==> config.mk <==
export PLATFORM = sky130hd
export DESIGN_NAME = irq_arb_top
export DESIGN_NICKNAME = d
export VERILOG_FILES = /design/src/rtl/irq_arb_pkg.sv /design/src/rtl/irq_pend_cell.sv /design/src/rtl/irq_gate.sv /design/src/rtl/irq_pick.sv /design/src/rtl/irq_arb_top.sv
export SDC_FILE = /design/constraint.sdc
export NUM_CORES = 1
export LEC_CHECK = 0
export BUFFER_PORTS_ARGS = -buffer_cell sky130_fd_sc_hd__buf_2
export CORE_AREA = 2 2 219 221
export CTS_BUF_LIST = sky130_fd_sc_hd__clkbuf_4 sky130_fd_sc_hd__clkbuf_8
export DETAILED_ROUTE_END_ITERATION = 12
export DIE_AREA = 0 0 221 223
export PLACE_DENSITY_LB_ADDON = 0.08
export SLEW_MARGIN = 40
export SYNTH_ARGS = -nofsm -noshare
export SYNTH_HDL_FRONTEND = slang
export SYNTH_HIERARCHICAL = 1
export SYNTH_SLANG_ARGS = --single-unit
export TNS_END_PERCENT = 10
==> constraint.sdc <==
create_clock -name clk -period 56.1 [get_ports clk]
set_clock_uncertainty 0.2 [all_clocks]
set_input_delay 11.22 -clock clk [delete_from_list [all_inputs] [get_ports clk]]
set_output_delay 11.22 -clock clk [all_outputs]
set_load 0.01 [all_outputs]
==> src/rtl/irq_arb_pkg.sv <==
package irq_arb_pkg;

    typedef enum logic [1:0] {
        ST_IDLE  = 2'd0,
        ST_OFFER = 2'd1,
        ST_HOLD  = 2'd2
    } arb_state_t;

endpackage

==> src/rtl/irq_pend_cell.sv <==
module irq_pend_cell (
    input  logic clk,
    input  logic rst_n,
    input  logic line,
    input  logic is_edge,
    input  logic sw_clr,
    input  logic ack_clr,
    output logic pend
);

    logic line_q;
    logic pend_q;
    logic rise;

    assign rise = line & ~line_q;

    always_ff @(posedge clk or negedge rst_n) begin
        if (!rst_n) begin
            line_q <= 1'b0;
            pend_q <= 1'b0;
        end else begin
            line_q <= line;
            if (is_edge) begin
                if (rise)
                    pend_q <= 1'b1;
                else if (sw_clr || ack_clr)
                    pend_q <= 1'b0;
            end else begin
                pend_q <= line;
            end
        end
    end

    assign pend = pend_q;

endmodule

==> src/rtl/irq_gate.sv <==
module irq_gate #(
    parameter int N_IRQ = 16,
    parameter int LVL_W = 8
) (
    input  logic [N_IRQ-1:0]       pend,
    input  logic [N_IRQ-1:0]       en,
    input  logic [N_IRQ-1:0]       smode,
    input  logic [N_IRQ*LVL_W-1:0] lvl,
    input  logic                   priv_s,
    input  logic                   mie,
    input  logic                   sie,
    input  logic [LVL_W-1:0]       m_thresh,
    input  logic [LVL_W-1:0]       s_thresh,
    input  logic [LVL_W-1:0]       m_active,
    input  logic [LVL_W-1:0]       s_active,
    output logic [N_IRQ-1:0]       elig
);

    logic m_open;
    logic s_open;

    // machine sources always open from supervisor; supervisor sources never from machine
    assign m_open = priv_s | mie;
    assign s_open = priv_s & sie;

    for (genvar i = 0; i < N_IRQ; i++) begin : g_src
        logic [LVL_W-1:0] l;
        logic [LVL_W-1:0] thr;
        logic [LVL_W-1:0] act;
        logic             mode_ok;
        assign l       = lvl[i*LVL_W +: LVL_W];
        assign thr     = smode[i] ? s_thresh : m_thresh;
        assign act     = smode[i] ? s_active : m_active;
        assign mode_ok = smode[i] ? s_open : m_open;
        assign elig[i] = pend[i] & en[i] & mode_ok & (l > thr) & (l > act);
    end

endmodule

==> src/rtl/irq_pick.sv <==
module irq_pick #(
    parameter int N_IRQ = 16,
    parameter int LVL_W = 8,
    localparam int ID_W = (N_IRQ > 1) ? $clog2(N_IRQ) : 1
) (
    input  logic [N_IRQ-1:0]       elig,
    input  logic [N_IRQ-1:0]       smode,
    input  logic [N_IRQ*LVL_W-1:0] lvl,
    output logic                   win_valid,
    output logic [ID_W-1:0]        win_id,
    output logic [LVL_W-1:0]       win_lvl,
    output logic                   win_smode
);

    // key: machine mode above supervisor, then level; later index wins ties
    logic [LVL_W:0] best_key;

    always_comb begin
        best_key  = '0;
        win_valid = 1'b0;
        win_id    = '0;
        for (int i = 0; i < N_IRQ; i++) begin
            logic [LVL_W:0] k;
            k = {~smode[i], lvl[i*LVL_W +: LVL_W]};
            if (elig[i] && (!win_valid || k >= best_key)) begin
                win_valid = 1'b1;
                best_key  = k;
                win_id    = ID_W'(i);
            end
        end
        win_lvl   = best_key[LVL_W-1:0];
        win_smode = ~best_key[LVL_W];
    end

endmodule

==> src/rtl/irq_arb_top.sv <==
module irq_arb_top
    import irq_arb_pkg::*;
#(
    parameter int N_IRQ = 16,
    parameter int LVL_W = 8,
    localparam int ID_W = (N_IRQ > 1) ? $clog2(N_IRQ) : 1
) (
    input  logic                   clk,
    input  logic                   rst_n,
    input  logic [N_IRQ-1:0]       irq_line,
    input  logic [N_IRQ-1:0]       irq_sw_clr,
    input  logic [N_IRQ-1:0]       irq_en,
    input  logic [N_IRQ-1:0]       irq_smode,
    input  logic [N_IRQ-1:0]       irq_edge,
    input  logic [N_IRQ-1:0]       irq_vec,
    input  logic [N_IRQ*LVL_W-1:0] irq_lvl,
    input  logic                   priv_s,
    input  logic                   mie,
    input  logic                   sie,
    input  logic [LVL_W-1:0]       m_thresh,
    input  logic [LVL_W-1:0]       s_thresh,
    input  logic [LVL_W-1:0]       m_active,
    input  logic [LVL_W-1:0]       s_active,
    input  logic                   take_ack,
    output logic                   take_req,
    output logic [ID_W-1:0]        take_id,
    output logic [LVL_W-1:0]       take_lvl,
    output logic                   take_smode,
    output logic                   take_vec
);

    arb_state_t       state_q, state_d;
    logic [N_IRQ-1:0] pend;
    logic [N_IRQ-1:0] elig;
    logic [N_IRQ-1:0] ack_clr;
    logic             win_valid;
    logic [ID_W-1:0]  win_id;
    logic [LVL_W-1:0] win_lvl;
    logic             win_smode;
    logic             acked;

    assign acked = take_ack && (state_q == ST_OFFER);

    for (genvar i = 0; i < N_IRQ; i++) begin : g_cell
        // auto-clear only for the acknowledged vectored edge source
        assign ack_clr[i] = acked && take_vec && irq_edge[i] && (take_id == ID_W'(i));

        irq_pend_cell u_cell (
            .clk     (clk),
            .rst_n   (rst_n),
            .line    (irq_line[i]),
            .is_edge (irq_edge[i]),
            .sw_clr  (irq_sw_clr[i]),
            .ack_clr (ack_clr[i]),
            .pend    (pend[i])
        );
    end

    irq_gate #(.N_IRQ(N_IRQ), .LVL_W(LVL_W)) u_gate (
        .pend     (pend),
        .en       (irq_en),
        .smode    (irq_smode),
        .lvl      (irq_lvl),
        .priv_s   (priv_s),
        .mie      (mie),
        .sie      (sie),
        .m_thresh (m_thresh),
        .s_thresh (s_thresh),
        .m_active (m_active),
        .s_active (s_active),
        .elig     (elig)
    );

    irq_pick #(.N_IRQ(N_IRQ), .LVL_W(LVL_W)) u_pick (
        .elig      (elig),
        .smode     (irq_smode),
        .lvl       (irq_lvl),
        .win_valid (win_valid),
        .win_id    (win_id),
        .win_lvl   (win_lvl),
        .win_smode (win_smode)
    );

    always_comb begin
        state_d = state_q;
        unique case (state_q)
            ST_IDLE:  state_d = win_valid ? ST_OFFER : ST_IDLE;
            ST_OFFER: begin
                if (take_ack)
                    state_d = ST_HOLD;
                else if (!win_valid)
                    state_d = ST_IDLE;
                else
                    state_d = ST_OFFER;
            end
            ST_HOLD:  state_d = win_valid ? ST_OFFER : ST_IDLE;
            default:  state_d = ST_IDLE;
        endcase
    end

    always_ff @(posedge clk or negedge rst_n) begin
        if (!rst_n)
            state_q <= ST_IDLE;
        else
            state_q <= state_d;
    end

    always_ff @(posedge clk or negedge rst_n) begin
        if (!rst_n) begin
            take_id    <= '0;
            take_lvl   <= '0;
            take_smode <= 1'b0;
            take_vec   <= 1'b0;
        end else if (state_d == ST_OFFER) begin
            take_id    <= win_id;
            take_lvl   <= win_lvl;
            take_smode <= win_smode;
            take_vec   <= irq_vec[win_id];
        end
    end

    assign take_req = (state_q == ST_OFFER);

endmodule

==> results of run 1 <==
cell type report:
class                      instances  area share
tap                              615      0.0418
inverter                          91      0.0186
sequential                        48      0.0653
antenna                            1    0.000136
timing repair buffer             309      0.0885
multi-input combinational       1717       0.780
clock inverter                     3     0.00231
clock buffer                       5     0.00374
flip-flops by register name, summed over array words and instances (netlist names):
register / cells
g_cell.u_cell/line_q: 16
g_cell.u_cell/pend: 16
take_lvl: 8
take_id: 4
state_q: 2
take_smode: 1
take_vec: 1
through the flow:
step / setup WS [ns] / hold slack [ns]
floorplan: 16.48 / 0.301
global placement: 12.37 / 0.295
CTS: 12.99 / 0.318
finish: 12.38 / 0.312
detailed placement: 12.72 / 0.295
global route: 10.38 / 0.336
path summary, 6_finish.rpt:
path	startpoint	to	slack, ns
min	take_lvl[3]$_DFFE_PN0N_	take_lvl[3]$_DFFE_PN0N_	0.31
max in group asynchronous	rst_n	g_cell[12].u_cell/pend$_DFFE_PN0P_	44.48
max reg2reg	g_cell[0].u_cell/pend$_DFFE_PN0P_	take_vec$_DFFE_PN0N_	23.60
max	irq_smode[0]	take_vec$_DFFE_PN0N_	12.38
min in group asynchronous	rst_n	take_vec$_DFFE_PN0N_	10.79
min reg2reg	take_lvl[3]$_DFFE_PN0N_	take_lvl[3]$_DFFE_PN0N_	0.31
power by group through the flow:
stage	registers, mW	clock network, mW	logic, mW
after floorplan	0.0467	0	0.110
after global placement	0.0470	0	0.177
after detailed placement	0.0470	0	0.180
after CTS	0.0464	0.0262	0.181
after global routing	0.0470	0.0273	0.201
final	0.0462	0.0252	0.184
per-layer routing:
layer | part of all wire | global-route usage
met5 | 0.00027 | 0
met2 | 0.45 | 0.492
met3 | 0.067 | 0.0411
met1 | 0.45 | 0.406
met4 | 0.041 | 0.116
synth_stat cells, types with 48 or more instances:
master / count / share of area
dfrtp_1: 48 / 0.074
nand3_1: 53 / 0.016
ha_1: 391 / 0.30
a21oi_1: 158 / 0.049
mux2_2: 53 / 0.037
inv_1: 88 / 0.020
nand4_1: 59 / 0.023
nor2b_1: 55 / 0.021
o21ai_0: 55 / 0.017
nor2_1: 68 / 0.016
mux2i_1: 243 / 0.15
clkbuf_1: 48 / 0.011
nand2_1: 138 / 0.032
cell families after synthesis:
| kind of cell | share of synthesized area |
|---|---|
| AO/OA/AOI/OAI | 0.219 |
| AND/OR/NAND/NOR | 0.159 |
| adder cells (fa/ha/maj) | 0.302 |
| multiplexers | 0.198 |
| buffers and inverters | 0.0496 |
| flip-flops | 0.0740 |
==> metrics, run 1 <==
Tightest Pin Transition=1.05 ns; crit path buf inv count=8; fillers=4885; Crit path largest cell delay=0.88 ns; Vias=17200; num ports=277; Leakage=9.05 nW; Post-Syn Area per Cell=8.30 sq um; sequential share of power=0.181; critical path depth in cells=127; Via density=6.16; Crit Path Class=input port to register; Worst-path clk slew=0.09 ns; Arrival @ worst endpoint=43.72 ns; hold crit path type=register to register; final wirelength=77900 microns; core area=47100 sq um; H-tree levels=2; GRT Util Overall=0.303; Critical Path Source Type=input port; Post-CTS Resized=0; crit share post-route=0.779; FP Rows=80; RSZ-0062 raised after global routing=no; Top Family by Delay on Critical Path=compound AO/OA/AOI/OAI gates; total power=0.255 mW; sw frac=0.499; Logic pwr share=0.720; initial drt markers=1362; storage element area=1200 sq um; final setup TNS=0 ns; status=finished clean; Final Hold Viols=0; clk buf depth=2; cell internal pwr=0.128 mW; vias in the first global route=16600; placed instance area=18300 sq um; PwrDens=13.9 nW/um^2; clk sinks=48; post-CTS setup buffer count=0; Clk Latency, worst-skew pair=0.31 ns; Clock power frac=0.099; Buffers on Ports=276; Die Ht=223 microns; most common cell after layout, fill and taps aside=ha_1; fin area=18400 sq um; hold_buf cts=0; ys flop type=dfrtp_1; HPWL after DPL=57000 microns; placer congestion estimate=0.941; Final Setup Violations=0; Area Overhead vs Synth=13.3%; area occupied by multi-input gates=14300 sq um; DRC viols=0; Die Wd=221 microns; flops & latches, synth=48; Antenna Nets Post-Route=0; drt first pass iters=6; Most common cell on crit path=ha_1; CTS tree=built; Starting Density=0.344; Slowest cell on crit path=a211oi_1; WP data required=56.10 ns; EDFF count, synth=0; WL/cell=27.9 microns; post-synthesis cell area=16200 sq um; Worst Setup End Kind=register; Psw=0.127 mW; sequential area share after synthesis=0.0740; die area=49300 sq um; Root Buffer=clkbuf_8; Max VDD drop=17.5 uV; cells after synthesis=1955; Synth async-reset ratio=1.00; NumNets Final=2825; share of cells above drive strength 1=0.196; Achievable Freq=22.9 MHz; final core occ=0.390; crit-path max FO=28; final-report max-slew violation count=0; Hold Path Depth=1; most frequent cells in the layout=ha_1, buf_2, mux2i_1, a21oi_1, nand2_1; post-layout minimum cycle time=43.72 ns; first-pass GRT wire length=112000 microns; total CTS buffers=5; fin cells=2789; max_cap viols=0; initial antenna violation count=3; Inst Count DP=2779; Ys Warns=6; Yosys cell types=89; pin count of the biggest net entering global routing=49; FF-to-FF path depth=123; grt ovf=0; worst rel slew slack=0.299; Syn Nets=2608
(Power assumes the default switching activity.)
==> inputs of run 2 (changes only) <==
==> constraint.sdc (replaced) <==
create_clock -name clk -period 44.6 [get_ports clk]
set_clock_uncertainty 0.2 [all_clocks]
set_input_delay 8.92 -clock clk [delete_from_list [all_inputs] [get_ports clk]]
set_output_delay 8.92 -clock clk [all_outputs]
set_load 0.01 [all_outputs]
==> run 2 against run 1 <==
  * Sequential share of layout area barely moved
  * Global-route usage hardly changed
  * Wire length rose by 0.43%
  * Final area decreased by 0.22%
  * Register-to-register slack got worse by 11 ns
  * Via count about the same
  * Critical path depth grew 1
  * Non-clock buffer count decreased by 4
  * Utilization is 0.085 points lower
  * Die area unchanged
  * Power up 26%
==> metrics, run 2 (synthesis results as in run 1) <==
status=finished clean; max_cap viols=0; number of diodes=0; Tightest Pin Transition=0.974 ns; FP Rows=80; hold_buf cts=0; Max VDD drop=26.7 uV; Worst-path clk slew=0.09 ns; fillers=4957; reg2reg start=g_cell[0].u_cell/pend$_DFFE_PN0P_; Area Overhead vs Synth=13.1%; clk sinks=48; Die Ht=223 microns; Buffers on Ports=276; Crit path largest cell delay=0.79 ns; Achievable Freq=24.2 MHz; worst flop-to-flop path endpoint=take_vec$_DFFE_PN0N_; drt first pass iters=5; FF-to-FF path depth=124; Vias=17200; most frequent cells in the layout=ha_1, buf_2, mux2i_1, a21oi_1, nand2_1; num ports=277; grt ovf=0; core area=47100 sq um; Critical Path Source Type=input port; post-layout minimum cycle time=41.32 ns; Antenna Nets Post-Route=0; initial drt markers=1295; Via density=6.17; vias in the first global route=16600; beginning of the critical path=irq_smode[0]; most common cell after layout, fill and taps aside=ha_1; Crit Path Class=input port to register; hold crit path type=register to register; first-pass GRT wire length=112000 microns; pin count of the biggest net entering global routing=49; Die Wd=221 microns; placed instance area=18200 sq um; Post-CTS Resized=0; H-tree levels=2; Root Buffer=clkbuf_8; NumNets Final=2821; final setup TNS=0 ns; Final Setup Violations=0; placer congestion estimate=0.949; final-report max-slew violation count=0; PwrDens=17.5 nW/um^2; Starting Density=0.344; share of cells above drive strength 1=0.194; GRT Util Overall=0.303; Clk Latency, worst-skew pair=0.31 ns; worst rel slew slack=0.347; final wirelength=78200 microns; HPWL after DPL=57000 microns; WP data required=44.60 ns; Arrival @ worst endpoint=41.32 ns; fin area=18300 sq um; r2r setup slk=12.21 ns; Leakage=9.03 nW; crit-path max FO=28; Worst Setup End Kind=register; post-CTS setup buffer count=0; Final Hold Viols=0; DRC viols=0; WL/cell=28.1 microns; Most common cell on crit path=ha_1; RSZ-0062 raised after global routing=no; crit share post-route=0.926; Slowest cell on crit path=a211oi_1; clk buf depth=2; die area=49300 sq um; Setup crit end=take_vec$_DFFE_PN0N_; total CTS buffers=5; CTS tree=built; initial antenna violation count=4
run 2: cell count changes in the layout (fill, tap and decap cells not counted), sizes merged:
cell	change
buf	-4
diode	-1
run 2: through the flow:
step,setup WS [ns],hold WS [ns],power [mW],utilization,cells
2_1_floorplan,7.28,0.301,0.197,-,1955
3_3_place_gp,3.26,0.294,0.281,0.385,2775
3_5_place_dp,3.82,0.292,0.285,0.386,2775
4_1_cts,4.10,0.316,0.318,0.389,2783
5_1_grt,1.04,0.330,0.346,0.389,2784
6_report,3.28,0.308,0.321,0.389,2784
run 2: area by class of cell:
type                       instances  area (sq um)  share of cell area
clock buffer                       5          68.8             0.00375
multi-input combinational       1717         14300               0.781
timing repair buffer             305          1600              0.0870
inverter                          91           342              0.0186
tap                              615           769              0.0419
clock inverter                     3          42.5             0.00232
sequential                        48          1200              0.0655
run 2: worst max-delay path, delay by kind of cell:
kind,cells,cell delay [ns]
compound gates,68,16.69
simple gates,30,7.10
fa+ha+maj,16,4.59
mux,6,2.24
buf+inv,8,1.74
run 2: layer usage:
layer  routed length (microns)  global-route usage  vias up
li1                          -                   -     7955
met1                     34700               0.408     8349
met2                     35600               0.503      714
met3                      4900              0.0324      156
met4                      3000               0.106        6
met5                        34                   0        -
run 2: power breakdown:
| group | internal (mW) | switching, mW | leakage [nW] | total, mW |
|---|---|---|---|---|
| Sequential | 0.0510 | 0.00734 | 0.586 | 0.0584 |
| Combinational | 0.0929 | 0.138 | 8.39 | 0.231 |
| Clock | 0.0166 | 0.0153 | 0.0541 | 0.0319 |
| Total | 0.161 | 0.160 | 9.03 | 0.321 |
run 2: how the worst min path moves through the flow:
| stage | from | to | slack, ns | cells after the start |
|---|---|---|---|---|
| after floorplan | g_cell[13].u_cell/pend$_DFFE_PN0P_ | g_cell[13].u_cell/pend$_DFFE_PN0P_ | 0.30 | 1 |
| after global placement | take_lvl[6]$_DFFE_PN0N_ | take_lvl[6]$_DFFE_PN0N_ | 0.29 | 1 |
| after detailed placement | take_lvl[3]$_DFFE_PN0N_ | take_lvl[3]$_DFFE_PN0N_ | 0.29 | 1 |
| after CTS | take_lvl[3]$_DFFE_PN0N_ | take_lvl[3]$_DFFE_PN0N_ | 0.32 | 1 |
| after global routing | take_lvl[3]$_DFFE_PN0N_ | take_lvl[3]$_DFFE_PN0N_ | 0.33 | 1 |
| final | take_lvl[3]$_DFFE_PN0N_ | take_lvl[3]$_DFFE_PN0N_ | 0.31 | 1 |
